**src/rtl/duo_arb_pkg.sv**
```systemverilog
package duo_arb_pkg;

    localparam int ARB_N  = 4;
    localparam int IDX_W  = $clog2(ARB_N);
    localparam int SLOT_N = ARB_N + 1;
    localparam int SLOT_W = $clog2(SLOT_N);

    typedef logic [ARB_N-1:0]  dev_vec_t;
    typedef logic [IDX_W-1:0]  dev_idx_t;
    typedef logic [SLOT_W-1:0] slot_idx_t;

    // slot index standing for the whole low group in the high rotation
    localparam slot_idx_t LOW_SLOT = slot_idx_t'(ARB_N);

    typedef struct packed {
        logic     valid;
        dev_idx_t idx;
    } owner_t;

    typedef struct packed {
        slot_idx_t hi_ptr;
        dev_idx_t  lo_ptr;
        dev_idx_t  last_user;
    } rot_state_t;

    localparam rot_state_t ROT_RESET = '{
        hi_ptr:    LOW_SLOT,
        lo_ptr:    dev_idx_t'(ARB_N - 1),
        last_user: '0
    };

    function automatic dev_vec_t idx_to_vec(input dev_idx_t i);
        dev_vec_t v;
        v    = '0;
        v[i] = 1'b1;
        return v;
    endfunction

endpackage

```
**src/rtl/dar_rr_pick.sv**
```systemverilog
module dar_rr_pick #(
    parameter int W  = 4,
    parameter int PW = $clog2(W)
) (
    input  logic [W-1:0]  cand,
    input  logic [PW-1:0] last,
    output logic          found,
    output logic [PW-1:0] pick
);
    always_comb begin
        found = 1'b0;
        pick  = last;
        // scan downward so the nearest candidate after `last` is kept
        for (int i = W; i >= 1; i--) begin
            int k;
            k = int'(last) + i;
            if (k >= W) k = k - W;
            if (cand[PW'(k)]) begin
                found = 1'b1;
                pick  = PW'(k);
            end
        end
    end
endmodule

```
**src/rtl/dar_rotation.sv**
```systemverilog
module dar_rotation
    import duo_arb_pkg::*;
(
    input  logic       clk,
    input  logic       rst,
    input  logic       start_ev,
    input  dev_idx_t   owner_idx,
    input  logic       owner_hi,
    output rot_state_t eff
);
    rot_state_t st_q;

    // pointers as seen this cycle, including a start happening now
    always_comb begin
        eff = st_q;
        if (start_ev) begin
            eff.last_user = owner_idx;
            if (owner_hi) begin
                eff.hi_ptr = slot_idx_t'(owner_idx);
            end else begin
                eff.hi_ptr = LOW_SLOT;
                eff.lo_ptr = owner_idx;
            end
        end
    end

    always_ff @(posedge clk) begin
        if (rst) st_q <= ROT_RESET;
        else     st_q <= eff;
    end
endmodule

```
**src/rtl/dar_select.sv**
```systemverilog
module dar_select
    import duo_arb_pkg::*;
(
    input  dev_vec_t   req,
    input  dev_vec_t   prio_hi,
    input  logic       park_last,
    input  rot_state_t eff,
    output dev_idx_t   target
);
    dev_vec_t          hi_req;
    dev_vec_t          lo_req;
    logic [SLOT_N-1:0] slot_cand;
    logic              hi_found;
    slot_idx_t         hi_slot;
    logic              lo_found;
    dev_idx_t          lo_pick;

    assign hi_req    = req & prio_hi;
    assign lo_req    = req & ~prio_hi;
    assign slot_cand = {|lo_req, hi_req};

    dar_rr_pick #(.W(SLOT_N), .PW(SLOT_W)) u_hi (
        .cand(slot_cand), .last(eff.hi_ptr), .found(hi_found), .pick(hi_slot)
    );

    dar_rr_pick #(.W(ARB_N), .PW(IDX_W)) u_lo (
        .cand(lo_req), .last(eff.lo_ptr), .found(lo_found), .pick(lo_pick)
    );

    always_comb begin
        if (hi_found) begin
            if (hi_slot == LOW_SLOT && lo_found) target = lo_pick;
            else                                 target = hi_slot[IDX_W-1:0];
        end else if (park_last) begin
            target = eff.last_user;
        end else begin
            target = '0;
        end
    end
endmodule

```
**src/rtl/dar_grant_reg.sv**
```systemverilog
module dar_grant_reg
    import duo_arb_pkg::*;
(
    input  logic     clk,
    input  logic     rst,
    input  logic     arb_off,
    input  logic     bus_idle,
    input  dev_idx_t target,
    output owner_t   own_q
);
    owner_t own_d;

    always_comb begin
        if (arb_off) begin
            own_d = '0;
        end else if (own_q.valid && own_q.idx == target) begin
            own_d = own_q;
        end else if (own_q.valid && bus_idle) begin
            own_d = '0;                       // turnaround clock
        end else begin
            own_d = '{valid: 1'b1, idx: target};
        end
    end

    always_ff @(posedge clk) begin
        if (rst) own_q <= '0;
        else     own_q <= own_d;
    end
endmodule

```
**src/rtl/duo_tier_arbiter.sv**
```systemverilog
module duo_tier_arbiter
    import duo_arb_pkg::*;
(
    input  logic       clk,
    input  logic       rst,
    input  logic [3:0] req_i,
    input  logic [3:0] prio_hi_i,
    input  logic       park_last_i,
    input  logic       arb_off_i,
    input  logic       bus_idle_i,
    input  logic       frame_start_i,
    input  logic       ext_gnt_i,
    output logic [3:0] gnt_o,
    output logic       ext_req_o
);
    owner_t     own_q;
    rot_state_t eff;
    dev_idx_t   target;
    logic       start_ev;

    assign start_ev = frame_start_i & own_q.valid & ~arb_off_i;

    dar_rotation u_rot (
        .clk(clk), .rst(rst), .start_ev(start_ev),
        .owner_idx(own_q.idx), .owner_hi(prio_hi_i[own_q.idx]), .eff(eff)
    );

    dar_select u_sel (
        .req(req_i), .prio_hi(prio_hi_i), .park_last(park_last_i),
        .eff(eff), .target(target)
    );

    dar_grant_reg u_gnt (
        .clk(clk), .rst(rst), .arb_off(arb_off_i), .bus_idle(bus_idle_i),
        .target(target), .own_q(own_q)
    );

    always_comb begin
        if (rst) begin
            gnt_o     = '0;
            ext_req_o = 1'b0;
        end else if (arb_off_i) begin
            gnt_o     = {{(ARB_N-1){1'b0}}, ext_gnt_i};
            ext_req_o = req_i[0];
        end else begin
            gnt_o     = own_q.valid ? idx_to_vec(own_q.idx) : '0;
            ext_req_o = 1'b0;
        end
    end
endmodule

```
**config.mk**
```make
export PLATFORM = sky130hd
export DESIGN_NAME = duo_tier_arbiter
export DESIGN_NICKNAME = d
export VERILOG_FILES = /design/src/rtl/duo_arb_pkg.sv /design/src/rtl/dar_rr_pick.sv /design/src/rtl/dar_rotation.sv /design/src/rtl/dar_select.sv /design/src/rtl/dar_grant_reg.sv /design/src/rtl/duo_tier_arbiter.sv
export SDC_FILE = /design/constraint.sdc
export NUM_CORES = 1
export LEC_CHECK = 0
export ABC_AREA = 1
export BUFFER_PORTS_ARGS = -buffer_cell sky130_fd_sc_hd__buf_2
export CORE_AREA = 2 2 59 61
export CTS_CLUSTER_DIAMETER = 80
export DETAILED_ROUTE_END_ITERATION = 6
export DIE_AREA = 0 0 61 63
export PLACE_DENSITY = 0.76
export REMOVE_ABC_BUFFERS = 1
export SLEW_MARGIN = 20
export SYNTH_ARGS = -nofsm -noshare
export SYNTH_HDL_FRONTEND = slang
export SYNTH_HIERARCHICAL = 1
export SYNTH_SLANG_ARGS = --single-unit
```
**constraint.sdc**
```tcl
create_clock -name clk -period 9.9 [get_ports clk]
set_input_delay 0.99 -clock clk [delete_from_list [all_inputs] [get_ports clk]]
set_output_delay 0.99 -clock clk [all_outputs]
set_load 0.005 [all_outputs]
```
Yosys cells after proc, flatten, opt, wreduce, memory -nomap -nowiden. Index checks and enable logic that the tools add are counted.

Register bits after elaboration: 10. Bits of input ports: 15. Logic and storage cells: 127.

Add/sub/neg operators: 18. Order comparisons: 20. Eq/ne operators: 2. Multiplexer cells: 70. Bitwise operators: 6. Reduce and logical (&&, ||, !) cells: 6.

Operators by type and width (count): $mux 3 (12); $mux 1 (31); $lt 3x5->1 const B (5); $ge 4x3->1 const B (6); $mux 2 (12); $lt 2x4->1 const B (4); $bmux 1 s3 (5); $sub 3x3->3 const B (5); $mux 4 (3); $bmux 1 s2 (5); $ge 3x3->1 const B (3); $add 3x2->4 const B (2); $add 3x3->4 const B (2); $and 4x4->4 (2); $sub 2x1->2 const B (4); $mux 7 (1); $add 2x2->3 const B (2); $add 2x3->4 const B (1); $add 3x1->4 const B (1); $logic_and 1x1->1 (4); $not 4->4 (1); $reduce_or 4->1 (1); $add 2x1->3 const B (1); $eq 3x3->1 const B (1); other kinds (7) (8).

Longest topological paths before layout. Gate-level depths: netlist of the first run.

Word-level depth: 21. Gate-level depth with buffers: 39. Gate-level depth less buffers: 38.

Hierarchy. Netlist of the first run, hierarchy kept.

By module, submodules not included: dar_rr_pick (u_sel.u_hi) (instances 1, cells an instance 165, area an instance 893.4 sq um); dar_rotation (instances 1, cells an instance 39, area an instance 282.8 sq um); dar_rr_pick (u_sel.u_lo) (instances 1, cells an instance 46, area an instance 214.0 sq um); dar_grant_reg (instances 1, cells an instance 28, area an instance 168.9 sq um); dar_select (instances 1, cells an instance 37, area an instance 158.9 sq um); duo_tier_arbiter (instances 1, cells an instance 29, area an instance 111.4 sq um).

Least setup slack after synthesis of the first run. Ideal clock, no wire load.

Path type: input to register. Start point: in frame_start_i. End point: reg u_gnt/own_q[1] (netlist name). Data arrival time: 4109 ps. Required time: 9836 ps. Setup slack: 5727 ps. Stages: 30. Path buffers: 1. Path through: nand2_1 nor2_1 buf_6 clkinv_2 nand2_1 nand2_1 inv_1 ha_1 inv_1 fa_1 nor2_1 nor2_2 o21ai_0 o211ai_1 nand3_1 nand2_1 nor2_1 nand2_1 nand2_1 nand2_1 nor2_2 nand3_1 nand2_1 nand2_1 nand2_1 xnor2_1 nand3_1 nand2_1 inv_1 nor2_1.

RTL lines: start: declaration (RTL line duo_tier_arbiter.sv:11) `input logic frame_start_i,`.

==> results.md, run 1 <==
Outcome
* run status: completed

Setup path
* dominant cell type by count on the critical path: nand2_1
* crit path buf inv count: 6
* crit path launch: frame_start_i
* startpoint types: input port
* endpoint type of the worst setup path: flop
* critical path's top delay family: simple AND/OR/NAND/NOR gates
* Worst Path Required: 10.11 ns
* origin of the critical flop-to-flop path: u_gnt/own_q[2]$_SDFFE_PP0N_
* Max Fanout on Critical Path: 13
* Crit-path slowest cell: nor2_1
* Worst Path Class, Setup: input port to flop
* delay contributed by the slowest stage of the critical path: 0.41 ns
* R2R Setup Slk: 5.07 ns
* crit path DAT: 5.40 ns

Die
* number of core rows: 21
* Die ar.: 3843 um2
* CORE AREA: 3232 um2
* Chip Height: 63 um
* horizontal die dimension: 61 um
* I/O pin count: 20
* effective utilization at floorplan: 56.60%

Synthesis
* library cells used by synthesis: 33
* mean instance size in the synthesized netlist: 5.318 um2
* Post-Syn Instances: 344
* number of storage elements in the synthesis netlist: 10
* total of warnings raised by yosys: 6
* most used flip-flop cell after synthesis: dfxtp_1
* Post-synth EDFFs: 0
* Post-synth ARST share: 0%
* sequential fraction of the synthesis area: 10.94%
* post-synthesis cell area: 1829 um2

Hold path
* Worst Hold Launch: u_rot/st_q[2]$_SDFF_PP1_
* Hold Path Class: flop to flop

Final layout
* share of layout cells above drive strength 1: 15.15%
* antenna diode count: 0
* filler cell count: 330
* NumNets Final: 389
* layout-stage area growth over the synthesis result: 8.071%

STA
* unrepaired setup endpoints after global routing: false
* count of pins over their slew limit: 0
* setup violators final: 0
* Final Cycle Share: 52.35%
* worst max-slew margin expressed relative to the limit: 60.86%
* transition time of the tightest slew-check pin: 0.5857 ns
* final number of hold-violating endpoints: 0
* maximum clock rate: 193.0 MHz
* sum of negative setup slack: 0 ns
* minimum clock period after layout: 5.183 ns
* setup slack of the critical path after layout: 4.717 ns
* Worst Skew: 0.006845 ns

Global routing
* via count of the first global-routing pass: 1725
* all-layer global routing usage: 23.18%
* global-route wire length before repair: 7.210 mm
* total congestion overflow: 0
* initial antenna violation count: 0
* maximum number of pins on one net before global-route repair: 14

Clock tree
* root cell of the clock tree: clkbuf_4
* clock tree from TritonCTS: done
* total CTS buffers: 3
* setup fix buffers added after clock tree synthesis: 0
* latest clock arrival within the worst-skew pair: 0.27 ns
* Num Clock Sinks: 10
* count of instances resized after the clock tree is built: 0
* maximum buffer depth of the clock tree: 2
* CTS Hold Bufs: 0
* register clock-pin slew on the reported worst setup and hold paths: 0.07 ns
* maximum level of the CTS H-tree: 1

Route
* Routed WL: 4.197 mm
* count of routing violations after the opening detailed-route iteration: 172
* number of optimization iterations in the first detailed-route pass: 4
* Routed WL per cell: 10.26 um
* total routed wire length on the met1 layer: 2.108 mm
* drt drc: 0
* detailed-routed wire length on met3: 159 um
* uppermost layer routed: met4
* vias per cell: 4.961
* ANT nets after route: 0
* via count of the routed design: 2029
* routed length on met2: 1.898 mm

Placement
* IO Port Bufs: 19
* total half-perimeter wirelength after legalization and detailed placement: 3.407 mm
* placer congestion estimate: 0.8906
* setup slack after placement: 4.527 ns

Run
* total of max-cap violations: 0

Pwr
* peak supply drop: 0.09014 mV
* post-layout total power: 0.0001929 W
* power density over cell area: 97.56 nW/um2
* leakage dissipation: 1.168 nW

## power by group
part	leakage (nW)	switching, W	internal, W
registers	0.0813	0.00000398	0.0000423
clock network	0.0210	0.0000149	0.0000224
logic	1.07	0.0000717	0.0000376
## layer usage
layer / global-route usage [%] / vias to the layer above
met5: 0 / -
met4: 4.076 / 0
met3: 0.6211 / 7
met2: 36.96 / 47
met1: 34.63 / 866
li1: - / 1109
## worst reg2reg max path: cells and delay by family (launching register included)
family	cells	cell delay, ns
AOI/OAI and AO/OA	3	0.66
xor gates and xnor gates	1	0.26
adders and majority gates	2	0.59
buffers and inverters	5	0.68
DFF	1	0.42
and+or+nand+nor	17	2.13
## flip-flops by register name, indices dropped and copies added, names as in the netlist
name,flops
u_gnt/own_q,3
u_rot/st_q,7
## cell families (layout without fill, tap and decap cells)
family | Yosys count | count (layout) | synth area share (%)
AO/OA/AOI/OAI | 26 | 26 | 8.755
buffers and inverters | 66 | 85 | 15.32
adder cells (fa/ha/maj) | 10 | 10 | 7.250
XOR/XNOR | 3 | 3 | 1.437
flip-flops | 10 | 10 | 10.94
AND/OR/NAND/NOR | 229 | 229 | 56.29
## layout by cell type, fill, tap and decap left out, drive strengths merged
| master | synthesis | layout |
|---|---|---|
| nor2 | 24 | 24 |
| inv | 61 | 61 |
| xnor2 | 1 | 1 |
| a22oi | 1 | 1 |
| a21oi | 10 | 10 |
| nand3b | 2 | 2 |
| a31oi | 1 | 1 |
| clkinv | 1 | 1 |
| a21boi | 2 | 2 |
| nand2 | 147 | 147 |
| ha | 9 | 9 |
| or2 | 4 | 4 |
| o22ai | 1 | 1 |
| xor2 | 2 | 2 |
| buf | 4 | 19 |
| nor3 | 3 | 3 |
| nand4 | 7 | 7 |
| nand3 | 42 | 42 |
| clkbuf | 0 | 4 |
| dfxtp | 10 | 10 |
| o21ai | 9 | 9 |
| o211ai | 2 | 2 |
| fa | 1 | 1 |
## stage by stage
step	hold WS [ns]	utilization [%]	cell area [um2]	instances
after detailed placement	0.4379	60.05	1941	405
after global routing	0.4992	61.17	1977	409
final	0.4508	61.17	1977	409
after floorplan	0.4243	-	1788	340
after CTS	0.4551	61.17	1977	409
after global placement	0.4359	60.05	1941	405
## final cells by class
cell class | count | area, um2 | area share, %
clock buffers | 4 | 36.28 | 1.835
repair buffers | 19 | 95.09 | 4.810
flip-flops and latches | 10 | 200.2 | 10.13
multi-input cells | 268 | 1349 | 68.23
inverters | 62 | 239.0 | 12.09
well taps | 46 | 57.56 | 2.911
## worst paths after layout
kind | end | depth (start not counted)
worst max-delay path | u_gnt/own_q[1]$_SDFFE_PP0N_ | 29
worst min-delay path | u_rot/st_q[2]$_SDFF_PP1_ | 2
worst max register to register | u_gnt/own_q[1]$_SDFFE_PP0N_ | 28
worst min register to register | u_rot/st_q[2]$_SDFF_PP1_ | 2
## cell usage after synthesis (3+ instances only)
cell | n | area [um2]
nor2_1 | 21 | 78.83
nor3_1 | 3 | 15.01
nand2_1 | 136 | 510.5
inv_1 | 54 | 202.7
a21oi_1 | 9 | 45.04
nand3_1 | 36 | 180.2
ha_1 | 9 | 112.6
nand2_2 | 11 | 68.82
o21ai_0 | 5 | 25.02
or2_1 | 4 | 25.02
dfxtp_1 | 10 | 200.2
nand4_1 | 7 | 43.79
buf_6 | 3 | 33.78
inv_2 | 5 | 18.77
nand3_2 | 6 | 60.06
Note: power is estimated with default switching activity, not from simulation.
==> inputs of run 2 (changes only) <==
Clock period 9.9 ns to 5.3 ns, I/O delays scaled along.
==> run 2 against run 1 <==
Against the previous run: global-route usage rose by 0.80 points; cell count rose by 0.24%; critical endpoint unchanged; power rose by 87%; die area did not move; clock power rose by 85%; sequential power rose by 87%; wire length rose by 2.4%.
==> results.md, run 2 (same netlist as run 1, synthesis figures left out) <==
Setup path
* R2R Setup Slk: 0.72 ns, -4.35 ns
* Max Fanout on Critical Path: 13, unchanged
* crit path launch: u_gnt/own_q[2]$_SDFFE_PP0N_
* worst-case reg-to-reg path depth: 29, +3.6%
* Crit Reg-Reg Endpoint: u_gnt/own_q[1]$_SDFFE_PP0N_
* endpoint type of the worst setup path: flop
* startpoint types: flop
* Worst Path Required: 5.51 ns, -4.60 ns
* delay contributed by the slowest stage of the critical path: 0.43 ns, +0.02 ns
* dominant cell type by count on the critical path: nand2_1
* crit path DAT: 4.80 ns, -0.60 ns
* origin of the critical flop-to-flop path: u_gnt/own_q[2]$_SDFFE_PP0N_
* Worst Path Class, Setup: flop to flop
* Crit-path slowest cell: dfxtp_1

Hold path
* Min-Delay Path Depth: 2, unchanged
* Hold Path Class: flop to flop
* Hold Path End: u_rot/st_q[2]$_SDFF_PP1_
* Worst Hold Launch: u_rot/st_q[2]$_SDFF_PP1_

Pwr
* power density over cell area: 181.9 nW/um2, +86%
* leakage dissipation: 1.173 nW, +0.47%
* post-layout total power: 0.0003610 W, +87%
* relative contribution of combinational cells to total power: 56.8%, about the same
* peak supply drop: 0.1584 mV, +76%
* relative contribution of sequential cells to total power: 24.0%, about the same
* net switching power of the design: 0.0001698 W, +87%
* net switching share of the total power: 47.04%, +0.064 points
* share of total power in the clock network: 19.1%, -0.2 points
* internal power: 0.0001912 W, +87%

Outcome
* run status: completed

STA
* minimum clock period after layout: 4.585 ns
* final number of hold-violating endpoints: 0, unchanged
* maximum clock rate: 218.1 MHz
* unrepaired setup endpoints after global routing: false
* setup slack of the critical path after layout: 0.7151 ns, -4.002 ns
* worst max-slew margin expressed relative to the limit: 62.05%, +1.2 points
* worst hold margin: 0.4513 ns, +0.0005580 ns
* Worst Skew: 0.003427 ns, -0.003418 ns
* transition time of the tightest slew-check pin: 0.5679 ns, -0.01784 ns
* Final Cycle Share: 86.51%
* count of pins over their slew limit: 0, unchanged
* sum of negative setup slack: 0 ns, unchanged
* setup violators final: 0, unchanged

Route
* number of optimization iterations in the first detailed-route pass: 5, +1
* vias per cell: 5.037, +1.5%
* count of routing violations after the opening detailed-route iteration: 171, -0.58%
* ANT nets after route: 0, unchanged
* via count of the routed design: 2065, +1.8%
* drt drc: 0, unchanged
* Routed WL: 4.299 mm, +2.4%
* Routed WL per cell: 10.49 um, +2.2%

Final layout
* final core utilization: 61.40%, +0.23 points
* NumNets Final: 390, +0.26%
* top flop regs: u_rot/st_q x7, u_gnt/own_q x3
* layout-stage area growth over the synthesis result: 8.481%
* share of layout cells above drive strength 1: 15.38%, +0.23 points
* antenna diode count: 0, unchanged
* area of combinational cells with multiple inputs: 1349 um2, unchanged
* sequential cell area: 200.2 um2, unchanged
* Biggest register: u_rot/st_q
* filler cell count: 326, -1.2%
* commonest cells after routing, fill and taps aside: 136 x nand2_1, 54 x inv_1, 36 x nand3_1
* most common cell after layout, fill and taps aside: nand2_1
* flip-flop count of the largest register, all copies and words added: 7, unchanged

Clock tree
* count of instances resized after the clock tree is built: 0, unchanged
* CTS Hold Bufs: 0, unchanged
* root cell of the clock tree: clkbuf_4
* maximum buffer depth of the clock tree: 2, unchanged
* register clock-pin slew on the reported worst setup and hold paths: 0.07 ns, about the same
* total CTS buffers: 3, unchanged
* setup fix buffers added after clock tree synthesis: 0, unchanged
* Num Clock Sinks: 10, unchanged
* latest clock arrival within the worst-skew pair: 0.27 ns, about the same
* clock tree from TritonCTS: done
* maximum level of the CTS H-tree: 1, unchanged

Global routing
* all-layer global routing usage: 23.97%, +0.80 points
* total congestion overflow: 0, unchanged
* global-route wire length before repair: 7.376 mm, +2.3%
* initial antenna violation count: 0, unchanged
* maximum number of pins on one net before global-route repair: 14, unchanged
* via count of the first global-routing pass: 1767, +2.4%

Placement
* IO Port Bufs: 19, unchanged
* total half-perimeter wirelength after legalization and detailed placement: 3.443 mm, +1.1%
* placer congestion estimate: 0.8845, -0.68%
* setup slack after placement: 0.6422 ns, -3.885 ns

Die
* I/O pin count: 20, unchanged
* effective utilization at floorplan: 56.60%, unchanged
* number of core rows: 21, unchanged
* CORE AREA: 3232 um2, unchanged
* Die ar.: 3843 um2, unchanged
* Chip Height: 63 um, unchanged
* horizontal die dimension: 61 um, unchanged

Run
* total of max-cap violations: 0, unchanged

## run 2: changes by cell type in the layout (fill, tap and decap cells not counted)
cell and change:
buf_4 +1
## run 2: cell type report
class | instances | area share [%]
inverters | 62 | 12.04
well taps | 46 | 2.900
repair buffers | 20 | 5.170
flip-flops and latches | 10 | 10.09
clock buffers | 4 | 1.829
multi-input cells | 268 | 67.97
## run 2: per-layer routing
layer  vias to the layer above  routed length, um  global-route usage (%)  share of wire, %
li1                       1102                  -                       -                 -
met1                       896               2051                   33.79                48
met2                        61               1988                   38.17                46
met3                         6                217                   2.070               5.0
met4                         0                 42                   6.793              0.98
met5                         -                  0                       0                 0
## run 2: through the flow
step                      area (um2)  cells
after floorplan                 1788    340
after global placement          1948    406
after detailed placement        1948    406
after CTS                       1984    410
after global routing            1984    410
final                           1984    410
## run 2: worst max path at each step
stage	to	slack, ns	depth (start not counted)
finish	u_gnt/own_q[1]$_SDFFE_PP0N_	0.72	29
detailed placement	u_gnt/own_q[1]$_SDFFE_PP0N_	0.64	29
CTS	u_gnt/own_q[1]$_SDFFE_PP0N_	0.81	29
global route	u_gnt/own_q[0]$_SDFFE_PP0N_	0.17	29
floorplan	u_gnt/own_q[1]$_SDFFE_PP0N_	1.20	29
global placement	u_gnt/own_q[2]$_SDFFE_PP0N_	0.78	27
## run 2: power by group through the flow
stage / Sequential [W] / Clock, W / Combinational, W
floorplan: 0.0000862 / 0 / 0.000160
global placement: 0.0000878 / 0 / 0.000197
detailed placement: 0.0000883 / 0 / 0.000199
CTS: 0.0000866 / 0.0000708 / 0.000202
global route: 0.0000879 / 0.0000754 / 0.000233
finish: 0.0000867 / 0.0000691 / 0.000205
## run 2: worst max-delay path, delay by kind of cell, from the launching register on
family                   cells  cell delay [ns]
AO/OA/AOI/OAI                3             0.68
XOR/XNOR                     1             0.20
adder cells (fa/ha/maj)      2             0.59
buffers and inverters        6             0.76
flip-flops                   1             0.43
AND/OR/NAND/NOR             17             1.84
==> inputs of run 3 (changes only) <==
Settings changed: CORE_AREA 2 2 59 61 to 2 2 79 81, DIE_AREA 0 0 61 63 to 0 0 81 83, PLACE_DENSITY 0.76 to 0.44, SYNTH_HIERARCHICAL 1 to unset.
==> run 3 against run 2 <==
Against the previous run: non-clock buffer count is 1 lower; largest cell class unchanged; synthesized area fell by 6.0%; clock-buffer cell count is 1 lower; worst setup slack better by 0.90 ns; core utilization down 28 points; sequential power decreased by 0.7%; critical path type is now input port to flop.
==> results.md, run 3 <==
Outcome
* run status: completed

Clock tree
* total CTS buffers: 3, unchanged
* Num Clock Sinks: 10, unchanged
* register clock-pin slew on the reported worst setup and hold paths: 0.04 ns, -0.03 ns
* maximum level of the CTS H-tree: 1, unchanged
* count of instances resized after the clock tree is built: 0, unchanged
* maximum buffer depth of the clock tree: 2, unchanged
* latest clock arrival within the worst-skew pair: 0.23 ns, -0.04 ns
* clock tree from TritonCTS: done
* root cell of the clock tree: clkbuf_8
* CTS Hold Bufs: 0, unchanged
* setup fix buffers added after clock tree synthesis: 0, unchanged

Setup path
* worst-case reg-to-reg path depth: 26, -10%
* R2R Setup Slk: 1.67 ns, +0.95 ns
* startpoint types: input port
* Max Fanout on Critical Path: 13, unchanged
* crit path DAT: 3.86 ns, -0.94 ns
* crit path launch: arb_off_i
* Worst Path Class, Setup: input port to flop
* Crit Reg-Reg Endpoint: u_gnt.own_q[0]$_SDFFE_PP0N_
* endpoint type of the worst setup path: flop
* Worst Path Required: 5.47 ns, -0.04 ns
* origin of the critical flop-to-flop path: u_gnt.own_q[2]$_SDFFE_PP0N_

Synthesis
* library cells used by synthesis: 38, +15%
* Post-Syn Instances: 296, -14%
* library cell with the highest instance count after synthesis: nand2_1
* Synth area leaders: nand2_1 21%, dfxtp_1 12%, nand3_1 11%
* most used flip-flop cell after synthesis: dfxtp_1
* dominant cell type by area after synthesis: nand2_1
* number of storage elements in the synthesis netlist: 10, unchanged
* total of warnings raised by yosys: 0, -6
* sequential fraction of the synthesis area: 11.64%, +0.70 points
* post-synthesis cell area: 1719 um2, -6.0%
* Post-synth EDFFs: 0, unchanged
* Yosys top cell area share: 21.18%, -6.7 points
* mean instance size in the synthesized netlist: 5.808 um2, +9.2%
* Post-synth ARST share: 0%, unchanged
* top post-synthesis cells by count: 97 x nand2_1, 37 x nand3_1, 34 x inv_1

Route
* via count of the routed design: 1851, -10%
* drt drc: 0, unchanged
* number of optimization iterations in the first detailed-route pass: 4, -1
* Routed WL per cell: 12.47 um, +19%
* vias per cell: 4.722, -6.2%
* count of routing violations after the opening detailed-route iteration: 50, -71%
* ANT nets after route: 0, unchanged
* Routed WL: 4.888 mm, +14%

Run
* total of max-cap violations: 0, unchanged

Final layout
* share of layout cells above drive strength 1: 21.77%, +6.4 points
* NumNets Final: 344, -12%
* flip-flop count of the largest register, all copies and words added: 7, unchanged
* filler cell count: 686, +110%
* commonest cells after routing, fill and taps aside: 97 x nand2_1, 37 x nand3_1, 34 x inv_1
* most common cell after layout, fill and taps aside: nand2_1
* top flop regs: u_rot.st_q x7, u_gnt.own_q x3
* layout-stage area growth over the synthesis result: 12.52%
* Biggest register: u_rot.st_q
* antenna diode count: 0, unchanged

Die
* Chip Height: 83 um, +32%
* I/O pin count: 20, unchanged
* Die ar.: 6723 um2, +75%
* CORE AREA: 5816 um2, +80%
* number of core rows: 28, +33%
* effective utilization at floorplan: 29.56%, -27 points
* horizontal die dimension: 81 um, +33%

Pwr
* leakage dissipation: 1.074 nW, -8.5%
* peak supply drop: 0.1497 mV, -5.5%
* power density over cell area: 186.2 nW/um2, +2.4%
* post-layout total power: 0.0003602 W, -0.21%

STA
* transition time of the tightest slew-check pin: 0.7301 ns, +0.1622 ns
* count of pins over their slew limit: 0, unchanged
* worst max-slew margin expressed relative to the limit: 51.28%, -11 points
* Worst Skew: 0.0004260 ns, -0.003001 ns
* worst hold margin: 0.5456 ns, +0.09429 ns
* final number of hold-violating endpoints: 0, unchanged
* sum of negative setup slack: 0 ns, unchanged
* Final Cycle Share: 69.54%, -17 points
* minimum clock period after layout: 3.686 ns, -0.8991 ns
* unrepaired setup endpoints after global routing: false
* setup violators final: 0, unchanged
* maximum clock rate: 271.3 MHz, +24%

Hold path
* Hold Path Class: input port to flop
* Hold Path End: u_rot.st_q[0]$_SDFF_PP0_
* Worst Hold Launch: rst
* Min-Delay Path Depth: 2, unchanged

Global routing
* initial antenna violation count: 0, unchanged
* global-route wire length before repair: 8.300 mm, +13%
* via count of the first global-routing pass: 1767, unchanged
* total congestion overflow: 0, unchanged
* maximum number of pins on one net before global-route repair: 14, unchanged
* all-layer global routing usage: 15.38%, -8.6 points

Placement
* placer congestion estimate: 0.7985, -9.7%
* IO Port Bufs: 19, unchanged
* total half-perimeter wirelength after legalization and detailed placement: 4.043 mm, +17%

[run 3: cell count changes in the layout (fill, tap and decap cells not counted), moves of 5 or more]
cell and delta:
inv_1 -20, inv_2 +5, nand2_4 +8, a21oi_1 -5, nand2_1 -39
[run 3: metrics by stage]
step,cells,util (%),setup WS [ns],area [um2]
finish,392,33.26,1.614,1934
CTS,392,33.26,1.622,1934
floorplan,295,-,2.044,1704
detailed placement,389,32.55,1.405,1893
global placement,389,32.55,1.423,1893
global route,392,33.26,1.194,1934
[run 3: layout make-up]
cell class | count | area (um2) | share of cell area (%)
Clock buffer | 3 | 41.29 | 2.135
Inverter | 48 | 197.7 | 10.22
Multi-Input combinational cell | 237 | 1306 | 67.53
Sequential cell | 10 | 200.2 | 10.35
Tap cell | 75 | 93.84 | 4.851
Timing Repair Buffer | 19 | 95.09 | 4.916
[run 3: logic make-up after synthesis]
kind of cell,synth area share [%]
buffers and inverters,12.37
flip-flops,11.64
XOR/XNOR,1.966
AO/OA/AOI/OAI,12.01
AND/OR/NAND/NOR,54.73
adder cells (fa/ha/maj),7.278
[run 3: worst max-delay path by stage]
stage               slack, ns                     endpoint
detailed placement       1.41  u_gnt.own_q[0]$_SDFFE_PP0N_
finish                   1.61  u_gnt.own_q[0]$_SDFFE_PP0N_
global route             1.19  u_gnt.own_q[0]$_SDFFE_PP0N_
global placement         1.42  u_gnt.own_q[0]$_SDFFE_PP0N_
floorplan                2.04  u_gnt.own_q[0]$_SDFFE_PP0N_
CTS                      1.62  u_gnt.own_q[0]$_SDFFE_PP0N_
[run 3: critical path, cell delays in order]
cell,delay (ns)
buf_2,0.11
inv_2,0.04
nand3_1,0.15
inv_2,0.11
o21ai_2,0.47
inv_2,0.16
ha_1,0.35
inv_1,0.09
nand2_1,0.13
nand2_8,0.11
inv_4,0.05
o21ai_2,0.17
inv_2,0.07
nand3_1,0.07
nand2_1,0.05
nand2_1,0.10
nand2_2,0.08
nor2_1,0.09
nand2_1,0.08
a21oi_2,0.17
nand2_1,0.08
nand3_2,0.07
nand2_1,0.08
nand2_1,0.08
nand3_1,0.07
o21bai_1,0.12
nand2_1,0.08
nor2_1,0.08
[run 3: power by group]
group	switching, W	total [W]	internal, W
registers	0.00000658	0.0000861	0.0000795
logic	0.000131	0.000198	0.0000679
clock network	0.0000263	0.0000757	0.0000494
[run 3: layer usage]
| layer | up-vias | share of wire (%) | GRT usage, % |
|---|---|---|---|
| li1 | 991 | - | - |
| met1 | 818 | 50 | 21.07 |
| met2 | 33 | 45 | 25.77 |
| met3 | 9 | 2.7 | 0.4348 |
| met4 | 0 | 1.9 | 4.777 |
| met5 | - | 0 | 0 |
